===== config.mk =====
export PLATFORM = sky130hd
export DESIGN_NAME = vload_seq
export DESIGN_NICKNAME = d
export VERILOG_FILES = /design/src/rtl/vls_pkg.sv /design/src/rtl/vls_dpath.sv /design/src/rtl/vls_ctrl.sv /design/src/rtl/vload_seq.sv
export SDC_FILE = /design/constraint.sdc
export NUM_CORES = 1
export LEC_CHECK = 0
export ABC_AREA = 0
export BUFFER_PORTS_ARGS = -buffer_cell sky130_fd_sc_hd__buf_2
export CAP_MARGIN = 20
export CORE_MARGIN = 2
export CORE_UTILIZATION = 60
export CTS_BUF_LIST = sky130_fd_sc_hd__clkbuf_16
export DETAILED_ROUTE_END_ITERATION = 12
export PLACE_DENSITY_LB_ADDON = 0.12
export SYNTH_ARGS = -nofsm -noshare
export SYNTH_HDL_FRONTEND = slang
export SYNTH_SLANG_ARGS = --single-unit

===== constraint.sdc =====
create_clock -name clk -period 3 [get_ports clk]
set_input_delay 0.6 -clock clk [delete_from_list [all_inputs] [get_ports clk]]
set_output_delay 0.6 -clock clk [all_outputs]
set_load 0.005 [all_outputs]

===== src/rtl/vls_pkg.sv =====
package vls_pkg;

  typedef struct packed {
    logic cfgLoad;
    logic elemEnter;
    logic enterIdx;
    logic fieldStep;
    logic elemStep;
  } vlsStrobes_t;

  typedef enum logic [1:0] {
    ST_IDLE = 2'd0,
    ST_PICK = 2'd1,
    ST_EMIT = 2'd2,
    ST_FIN  = 2'd3
  } vlsState_t;

endpackage


===== src/rtl/vls_dpath.sv =====
module vls_dpath
  import vls_pkg::*;
#(
  parameter int XLEN = 32,
  parameter int ESZW = 5,
  parameter int SEGW = 3
) (
  input  logic             clk,
  input  logic             rstN,
  input  vlsStrobes_t      strb,
  input  logic [XLEN-1:0]  baseIn,
  input  logic [ESZW-1:0]  elemSizeIn,
  input  logic             strideSelIn,
  input  logic [XLEN-1:0]  strideValIn,
  input  logic [SEGW-1:0]  segLenIn,
  input  logic [XLEN-1:0]  idxData,
  output logic [XLEN-1:0]  curAddr
);

  logic [XLEN-1:0] baseR;
  logic [XLEN-1:0] strideR;
  logic [XLEN-1:0] stepR;
  logic [XLEN-1:0] elemBaseR;
  logic [XLEN-1:0] strideSel;
  logic [XLEN-1:0] fieldCount;

  always_comb begin
    strideSel  = strideSelIn ? strideValIn : XLEN'(elemSizeIn);
    fieldCount = XLEN'(segLenIn) + XLEN'(1);
  end

  always_ff @(posedge clk or negedge rstN) begin
    if (!rstN) begin
      baseR     <= '0;
      strideR   <= '0;
      stepR     <= '0;
      elemBaseR <= '0;
      curAddr   <= '0;
    end else begin
      if (strb.cfgLoad) begin
        baseR     <= baseIn;
        strideR   <= strideSel;
        stepR     <= strideSel * fieldCount;
        elemBaseR <= baseIn;
      end else if (strb.elemStep) begin
        elemBaseR <= elemBaseR + stepR;
      end
      if (strb.elemEnter) begin
        curAddr <= strb.enterIdx ? (baseR + idxData) : elemBaseR;
      end else if (strb.fieldStep) begin
        curAddr <= curAddr + strideR;
      end
    end
  end

  // Consecutive fields of one element are one stride apart
  assert_field_spacing_R3: assert property (@(posedge clk) disable iff (!rstN)
    strb.fieldStep && !strb.elemEnter |=> curAddr == $past(curAddr) + $past(strideR));

  // Indexed entry lands on base plus the index taken
  assert_index_entry_R4: assert property (@(posedge clk) disable iff (!rstN)
    strb.elemEnter && strb.enterIdx |=> curAddr == $past(baseR) + $past(idxData));

endmodule


===== src/rtl/vls_ctrl.sv =====
module vls_ctrl
  import vls_pkg::*;
#(
  parameter int VLMAX = 16,
  parameter int SEGW  = 3,
  parameter int REGW  = 5,
  parameter int ELW   = $clog2(VLMAX),
  parameter int VLW   = $clog2(VLMAX + 1)
) (
  input  logic             clk,
  input  logic             rstN,
  input  logic             start,
  input  logic             indexed,
  input  logic [SEGW-1:0]  segLen,
  input  logic [VLW-1:0]   vecLen,
  input  logic [VLMAX-1:0] predMask,
  input  logic             predInv,
  input  logic [REGW-1:0]  destReg,
  input  logic             idxValid,
  output logic             idxReady,
  output logic             reqValid,
  input  logic             reqReady,
  output logic [REGW-1:0]  reqReg,
  output logic [ELW-1:0]   reqElem,
  output logic             done,
  output logic             busy,
  output vlsStrobes_t      strb
);

  vlsState_t        state, stateN;
  logic [ELW-1:0]   elemIdx, elemN;
  logic [SEGW-1:0]  fieldCnt, fieldN;
  logic [VLW-1:0]   vlR;
  logic [VLMAX-1:0] predR;
  logic [SEGW-1:0]  segR;
  logic [REGW-1:0]  destR;
  logic             idxR;
  logic             lastElem;
  logic             accept;

  assign lastElem = (VLW'(elemIdx) == vlR - VLW'(1));
  assign accept   = (state == ST_IDLE) && start;

  always_comb begin
    strb     = '0;
    idxReady = 1'b0;
    reqValid = 1'b0;
    done     = 1'b0;
    stateN   = state;
    elemN    = elemIdx;
    fieldN   = fieldCnt;
    unique case (state)
      ST_IDLE: begin
        if (start) begin
          strb.cfgLoad = 1'b1;
          elemN        = '0;
          fieldN       = '0;
          stateN       = (vecLen == '0) ? ST_FIN : ST_PICK;
        end
      end
      ST_PICK: begin
        idxReady = idxR;
        if (!idxR || idxValid) begin
          if (predR[elemIdx]) begin
            strb.elemEnter = 1'b1;
            strb.enterIdx  = idxR;
            fieldN         = '0;
            stateN         = ST_EMIT;
          end else begin
            strb.elemStep = 1'b1;
            if (lastElem) stateN = ST_FIN;
            else          elemN  = elemIdx + ELW'(1);
          end
        end
      end
      ST_EMIT: begin
        reqValid = 1'b1;
        if (reqReady) begin
          if (fieldCnt == segR) begin
            strb.elemStep = 1'b1;
            if (lastElem) begin
              stateN = ST_FIN;
            end else begin
              elemN  = elemIdx + ELW'(1);
              stateN = ST_PICK;
            end
          end else begin
            strb.fieldStep = 1'b1;
            fieldN         = fieldCnt + SEGW'(1);
          end
        end
      end
      ST_FIN: begin
        done   = 1'b1;
        stateN = ST_IDLE;
      end
      default: stateN = ST_IDLE;
    endcase
  end

  always_ff @(posedge clk or negedge rstN) begin
    if (!rstN) begin
      state    <= ST_IDLE;
      elemIdx  <= '0;
      fieldCnt <= '0;
      vlR      <= '0;
      predR    <= '0;
      segR     <= '0;
      destR    <= '0;
      idxR     <= 1'b0;
    end else begin
      state    <= stateN;
      elemIdx  <= elemN;
      fieldCnt <= fieldN;
      if (accept) begin
        vlR   <= vecLen;
        predR <= predMask ^ {VLMAX{predInv}};
        segR  <= segLen;
        destR <= destReg;
        idxR  <= indexed;
      end
    end
  end

  assign busy    = (state != ST_IDLE);
  assign reqElem = elemIdx;
  assign reqReg  = destR + REGW'(fieldCnt);

  // A stalled request keeps its identity
  assert_stall_hold_R7: assert property (@(posedge clk) disable iff (!rstN)
    reqValid && !reqReady |=> reqValid && $stable(reqElem) && $stable(reqReg));

  // done never lasts beyond one cycle
  assert_done_pulse_R8: assert property (@(posedge clk) disable iff (!rstN)
    done |=> !done);

  // Only predicate-enabled elements reach the request port
  assert_pred_gate_R6: assert property (@(posedge clk) disable iff (!rstN)
    reqValid |-> predR[reqElem]);

  // Element slot stays below the captured length
  assert_elem_range_R5: assert property (@(posedge clk) disable iff (!rstN)
    reqValid |-> (VLW'(reqElem) < vlR));

  // Index stream untouched outside indexed mode
  assert_idx_quiet_R4: assert property (@(posedge clk) disable iff (!rstN)
    idxReady |-> idxR && !reqValid);

endmodule


===== src/rtl/vload_seq.sv =====
module vload_seq
  import vls_pkg::*;
#(
  parameter int XLEN  = 32,
  parameter int VLMAX = 16,
  parameter int SEGW  = 3,
  parameter int REGW  = 5,
  parameter int ESZW  = 5,
  parameter int ELW   = $clog2(VLMAX),
  parameter int VLW   = $clog2(VLMAX + 1)
) (
  input  logic             clk,
  input  logic             rstN,
  input  logic             start,
  output logic             busy,
  input  logic [XLEN-1:0]  baseAddr,
  input  logic [ESZW-1:0]  elemSize,
  input  logic             strideSel,
  input  logic [XLEN-1:0]  strideVal,
  input  logic             indexed,
  input  logic [SEGW-1:0]  segLen,
  input  logic [VLW-1:0]   vecLen,
  input  logic [VLMAX-1:0] predMask,
  input  logic             predInv,
  input  logic [REGW-1:0]  destReg,
  input  logic             idxValid,
  input  logic [XLEN-1:0]  idxData,
  output logic             idxReady,
  output logic             reqValid,
  input  logic             reqReady,
  output logic [XLEN-1:0]  reqAddr,
  output logic [REGW-1:0]  reqReg,
  output logic [ELW-1:0]   reqElem,
  output logic             done
);

  vlsStrobes_t strb;

  vls_ctrl #(
    .VLMAX(VLMAX), .SEGW(SEGW), .REGW(REGW), .ELW(ELW), .VLW(VLW)
  ) u_ctrl (
    .clk(clk), .rstN(rstN), .start(start), .indexed(indexed),
    .segLen(segLen), .vecLen(vecLen), .predMask(predMask),
    .predInv(predInv), .destReg(destReg), .idxValid(idxValid),
    .idxReady(idxReady), .reqValid(reqValid), .reqReady(reqReady),
    .reqReg(reqReg), .reqElem(reqElem), .done(done), .busy(busy),
    .strb(strb)
  );

  vls_dpath #(
    .XLEN(XLEN), .ESZW(ESZW), .SEGW(SEGW)
  ) u_dpath (
    .clk(clk), .rstN(rstN), .strb(strb), .baseIn(baseAddr),
    .elemSizeIn(elemSize), .strideSelIn(strideSel),
    .strideValIn(strideVal), .segLenIn(segLen), .idxData(idxData),
    .curAddr(reqAddr)
  );

  // Stalled address holds
  assert_addr_hold_R7: assert property (@(posedge clk) disable iff (!rstN)
    reqValid && !reqReady |=> $stable(reqAddr));

  // No request once done is signalled
  assert_quiet_at_done_R8: assert property (@(posedge clk) disable iff (!rstN)
    done |-> !reqValid && !idxReady);

endmodule


# Word-level counts from Yosys, hierarchy flattened
# Cells that the tools add are included.
word_totals:
  reg_bits: 199
  output_inout_bits: 45
op_classes:
  addsub: 8
  multipliers: 1
  order_cmp: 1
  n_eq_ne: 13
  mux: 45
  n_bitwise: 1
  reduce_logical: 12
op_table:
  columns: ["cell", "count"]
  rows:
  - ["two-way mux 32 bit", 6]
  - ["adder 32 bit", 3]
  - ["multiplier 32 x 32 -> 32 bit", 1]
  - ["two-way mux 2 bit", 12]
  - ["two-way mux 4 bit", 6]
  - ["bitwise XOR 16 bit", 1]
  - ["two-way mux 3 bit", 5]
  - ["case mux 4 bit (3 select lines)", 1]
  - ["AND reduction 6 bit", 2]
  - ["two-way mux 1 bit", 11]
  - ["case mux 3 bit (3 select lines)", 1]
  - ["!= test 2 bit, second input constant", 4]
  - ["case mux 2 bit (4 select lines)", 1]
  - ["!= test 2 x 1 -> 1 bit, second input constant", 3]
  - ["nonzero test 2 bit", 3]
  - ["adder 5 x 3 -> 5 bit", 1]
  - ["equality test 4 x 5 -> 1 bit", 1]
  - ["zero test 5 bit", 1]
  - ["less-than comparator 4 x 5 -> 1 bit, second input constant", 1]
  - ["AND reduction 5 bit", 1]
  - ["subtractor 5 x 1 -> 5 bit, second input constant", 1]
  - ["adder 3 x 1 -> 4 bit, second input constant", 1]
  - ["adder 4 x 1 -> 4 bit, second input constant", 1]
  - ["binary-select mux 1 bit (select 4 bit)", 1]
  - ["other kinds (11)", 12]

# Logic depth before layout (Yosys ltp)
logic_depth:
  word_depth: 7
  depth_mapped: 19
  mapped_depth_nobuf: 17

# Modules after synthesis
# Synthesis repeated with hierarchy kept, for this count alone.
unflattened:
  cells_unflattened: 2032
  area_unflattened_um2: 17407.9
modules_own_cells:
  columns: ["module", "instances", "cells_per_inst", "area_per_inst_um2", "seq_area_each_um2"]
  rows:
  - ["vls_dpath", 1, 1799, 14959.3, 4003.8]
  - ["vls_ctrl", 1, 233, 2448.6, 975.9]

# Worst setup path after synthesis
# No wires, ideal clock.
synth_timing:
  kind: "input port to flip-flop"
  from: "input strideSel"
  to: "register u_dpath.stepR[24]"
  arrival_ns: 4.608
  t_required_ns: 2.867
  path_slack_ns: -1.742
  stages: 18
  cell_sequence: "clkbuf_1 > buf_1 > mux2i_1 > nor2_1 > fa_1 > inv_1 > fa_1 > inv_1 > ha_1 > nor2b_1 > o31ai_1 > a21oi_1 > o21a_1 > o311a_1 > a211oi_1 > o31a_1 > xor2_1 > o21ai_0"
synth_between:
  elab_chain_len: 2
synth_rtl:
  columns: ["element", "line_no", "source"]
  rows:
  - ["start: declaration", "vload_seq.sv:18", "input logic strideSel,"]
  - ["two-way mux 32 bit", "vls_dpath.sv:28", "strideSel = strideSelIn ? strideValIn : XLEN'(elemSizeIn);"]
  - ["multiplier 32 x 32 -> 32 bit", "vls_dpath.sv:43", "stepR <= strideSel * fieldCount;"]
  - ["end signal: assignment", "vls_dpath.sv:43", null]
  - ["end: declaration", "vls_dpath.sv:22", "logic [XLEN-1:0] stepR;"]
# Every way passes these cells.
# A chain may end at the register's enable or synchronous reset.

# Worst setup path after layout
layout_timing:
  from: "input segLen[0]"
  to: "register u_dpath.stepR[22]"
layout_between:
  elab_chain_len: 2
layout_rtl:
  columns: ["element", "line_no", "source"]
  rows:
  - ["start: declaration", "vload_seq.sv:21", "input logic [SEGW-1:0] segLen,"]
  - ["adder 3 x 1 -> 4 bit", "vls_dpath.sv:29", "fieldCount = XLEN'(segLenIn) + XLEN'(1);"]
  - ["multiplier 32 x 32 -> 32 bit", "vls_dpath.sv:43", null]
# Every way passes these cells.

==> reports/metrics.csv <==
stage,metric,value,unit
synthesis,Post-Syn Instances,2142,
cts,H-tree level count,4,
pwr,NetSw,10.5,mW
drt,"antenna viol nets, final",0,
setup_path,critical path data required time,3.32,ns
synthesis,synth unique cells,76,
sta,Setup WS post-layout,-1.16,ns
global_route,initial antenna violation count,1,
sta,Slew headroom,56.7,%
sta,Clock Skews,0.0199,ns
flow_run,MaxCap Viol Count,0,
pwr,Leak,11.0,nW
drt,drt pass-1 iters,6,
pwr,Clk pwr share,10.5,%
setup_path,CP Capture Type,flop,
placement,gp weighted congestion,0.997,
setup_path,Crit path arrival time,4.48,ns
sta,Max Clk Rate,240,MHz
sta,final setup fails,27,
placement,Final HPWL DP,43400,um
run_status,outcome,"complete, but fails checks",
floorplan,Die Span Y,174,um
final_layout,Finished Cell Area,22300,sq um
setup_path,Crit Path Class,in -> reg,
global_route,vias in the first global route,17000,
setup_path,Crit Path Max Fanout,5,
sta,setup TNS,-24.14,ns
setup_path,startpoint types,input pin,
sta,crit path time final,4.16,ns
final_layout,multi-input logic area,12400,sq um
floorplan,Die ar.,30300,sq um
global_route,GRT overflow,0,
synthesis,Synth top area share,28.7,%
synthesis,register area share after synthesis,28.7,%
final_layout,Synth-to-Final Area Change,28.4,%
sta,final hold violation count,0,
sta,RSZ-0062 raised after global routing,yes,
synthesis,syn_nets,2478,
pwr,Switching Share,48.1,%
synthesis,Post-synth EDFFs,0,
synthesis,Synth area leaders,"dfrtp_1, ha_1, nand2_1",
final_layout,FILL cells,2026,
drt,DR WL/cell,19.9,um
drt,Via-to-Cell Ratio,5.95,
run_status,violated checks,setup timing,
floorplan,starting density of the core,60.8,%
global_route,global-route wire length before repair,89600,um
sta,Worst-Margin Slew,0.646,ns
placement,Port Buffers,182,
cts,CTS tree,built,
synthesis,Synth Flop Type,dfrtp_1,
final_layout,final net count,2867,
drt,WL final,58300,um
floorplan,Core ar.,28500,sq um
floorplan,Placement Rows,62,
cts,clock root buffer,clkbuf_16,
cts,clk sinks,199,
cts,clk buf depth,2,
sta,Final Cycle Share,139,%
global_route,GRT Total Usage,37.5,%
pwr,VDD IR max,680,uV
pwr,Sequential Power Share,23.6,%
pwr,PD cells,977,nW/um^2
synthesis,Synth async-reset ratio,100,%
floorplan,I/O pin cnt,183,
cts,worst skew pair latency,0.46,ns
drt,DRC,0,
worst_hold_path,Hold Path Class,in -> async,
drt,via count,17400,
pwr,Int Pwr,11.3,mW
synthesis,synth warn,0,
pwr,Logic pwr share,65.9,%
global_route,largest net degree at the start of global routing,95,
cts,"Reg clk slew, reported paths",0.08,ns
drt,First DRT Iteration DRCs,1550,
sta,Final Max Tran Viols,0,
floorplan,Die Wd,174,um
synthesis,largest area contributor in the netlist,dfrtp_1,
placement,Post-DP Area,20600,sq um
final_layout,register area,4980,sq um
final_layout,share of cells above drive strength 1,26.3,%
synthesis,Synth Cell Area,17300,sq um
synthesis,Mean Syn Cell Area,8.10,sq um
final_layout,antenna cells,0,
sta,Min Hold Slack,0.142,ns
synthesis,Yosys reg bits,199,
cts,Num CTS Buffers,17,
setup_path,R2R depth,12,
-- power by group through the flow --
| stage | sequential (mW) | clock (mW) | combinational, mW |
|---|---|---|---|
| 2_1_floorplan | 4.61 | 0 | 9.03 |
| 3_3_place_gp | 5.04 | 0 | 12.9 |
| 4_1_cts | 5.04 | 2.30 | 13.5 |
| 3_5_place_dp | 5.08 | 0 | 13.2 |
| 6_report | 5.13 | 2.29 | 14.3 |
| 5_1_grt | 5.21 | 2.40 | 15.7 |
-- path summary, 6_finish.rpt --
check | from | to | slack (ns)
min | rstN | u_dpath.baseR[8] | 0.14
min in group clk | destReg[3] | u_ctrl.destR[3] | 0.33
max reg2reg | u_dpath.baseR[0] | u_dpath.curAddr[30] | 0.06
max in group asynchronous | rstN | u_ctrl.predR[6] | 2.04
max | segLen[0] | u_dpath.stepR[22] | -1.16
min reg2reg | u_dpath.baseR[15] | u_dpath.baseR[15] | 0.48
-- cell families (layout without fill, tap and decap cells) --
| family | after synthesis | in the layout | share of synthesized area, % |
|---|---|---|---|
| compound gates | 591 | 591 | 21.4 |
| buf+inv | 252 | 654 | 5.61 |
| simple gates | 752 | 752 | 19.2 |
| fa+ha+maj | 198 | 198 | 16.9 |
| xor+xnor | 119 | 119 | 6.01 |
| flops | 199 | 199 | 28.7 |
| mux | 31 | 31 | 2.15 |
-- routing by layer --
metal  share of wire (%)  vias up  global-route usage (%)
met1                  42     8376                    50.6
met4                 4.4        2                    14.5
li1                    -     8179                       -
met5               0.017        -                       0
met3                 7.2      156                    5.53
met2                  46      719                    61.5
-- worst max-delay path, cell delays in order --
cell and delay [ns]:
buf_8 0.10, ha_4 0.17, xnor2_4 0.22, buf_4 0.18, buf_6 0.12, buf_16 0.11, nor2_1 0.05, fa_1 0.51
inv_1 0.05, fa_1 0.49, inv_1 0.07, ha_2 0.21, a21oi_4 0.19, o21ai_4 0.11, o21a_1 0.22, o311a_4 0.40
a211oi_4 0.26, o21bai_1 0.12, xnor2_1 0.21, o21ai_1 0.09
-- synthesized netlist by cell type (5+ instances only) --
| cell type | number |
|---|---|
| nand2_1 | 369 |
| dfrtp_1 | 199 |
| o21ai_0 | 167 |
| inv_1 | 164 |
| nor2_1 | 162 |
| a21oi_1 | 141 |
| ha_1 | 137 |
| clkbuf_1 | 72 |
| xnor2_1 | 72 |
| fa_1 | 61 |
| a21o_1 | 48 |
| xor2_1 | 47 |
| and3_1 | 38 |
| a211oi_1 | 35 |
| nand3_1 | 33 |
| nor2b_1 | 33 |
| nor3_1 | 33 |
| o21a_1 | 30 |
| mux2i_1 | 26 |
| o21ai_1 | 24 |
| a31oi_1 | 22 |
| o31ai_1 | 18 |
| nand2b_1 | 17 |
| o211ai_1 | 16 |
| or2_2 | 14 |
| nand4_1 | 12 |
| and2_1 | 11 |
| o21bai_1 | 10 |
| or3_1 | 9 |
| o31a_1 | 8 |
| a21boi_0 | 7 |
| buf_1 | 7 |
| a221oi_1 | 6 |
| buf_2 | 6 |
| a211o_1 | 5 |
| mux4_2 | 5 |
| nand3b_1 | 5 |
-- repair_timing --
action                                  4_1_cts  5_1_grt
cloned                                        1        0
setup buffers                                11        9
hold buffers                                  0        0
pin swaps                                    63       56
endpoints found under the setup margin       35       48
resized for setup                           102       96
-- cell usage in the layout (no fill, tap or decap), types with 14 or more instances in the layout --
cell	n
a211oi_1	31
a21o_1	48
a21oi_1	123
a31oi_1	18
and3_1	38
buf_2	178
buf_4	251
buf_6	14
clkbuf_16	17
dfrtp_1	199
fa_1	58
ha_1	112
ha_4	20
inv_1	153
mux2i_1	22
nand2_1	365
nand2b_1	16
nand3_1	28
nor2_1	151
nor2b_1	27
nor3_1	33
o211ai_1	16
o21a_1	29
o21ai_0	139
o21ai_1	41
o31ai_1	15
xnor2_1	64
xor2_1	41
-- through the flow --
step | std cells | worst slack [ns] | power [mW] | util (%)
floorplan | 2142 | -1.21 | 13.6 | -
CTS | 2919 | -1.03 | 20.9 | 76.3
finish | 2928 | -1.16 | 21.7 | 78.0
global route | 2928 | -1.29 | 23.3 | 78.0
global placement | 2875 | -1.58 | 17.9 | 72.1
detailed placement | 2875 | -1.73 | 18.3 | 72.1
-- registers in the layout, summed over array words and instances, names as in the netlist, 2 cells and up --
signal             flops
u_dpath.baseR         32
u_dpath.curAddr       32
u_dpath.elemBaseR     32
u_dpath.stepR         32
u_dpath.strideR       32
u_ctrl.predR          16
u_ctrl.destR           5
u_ctrl.vlR             5
u_ctrl.reqElem         4
u_ctrl.fieldCnt        3
u_ctrl.segR            3
u_ctrl.state           2
-- area by class of cell --
| cell class | instances | share of cell area (%) |
|---|---|---|
| clock buffers | 17 | 1.91 |
| flip-flops and latches | 199 | 22.4 |
| clock inverters | 15 | 0.652 |
| multi-input cells | 1691 | 55.7 |
| repair buffers | 458 | 14.5 |
| inverters | 164 | 2.77 |
| well taps | 384 | 2.16 |
Power figures use the tool's default switching activity.
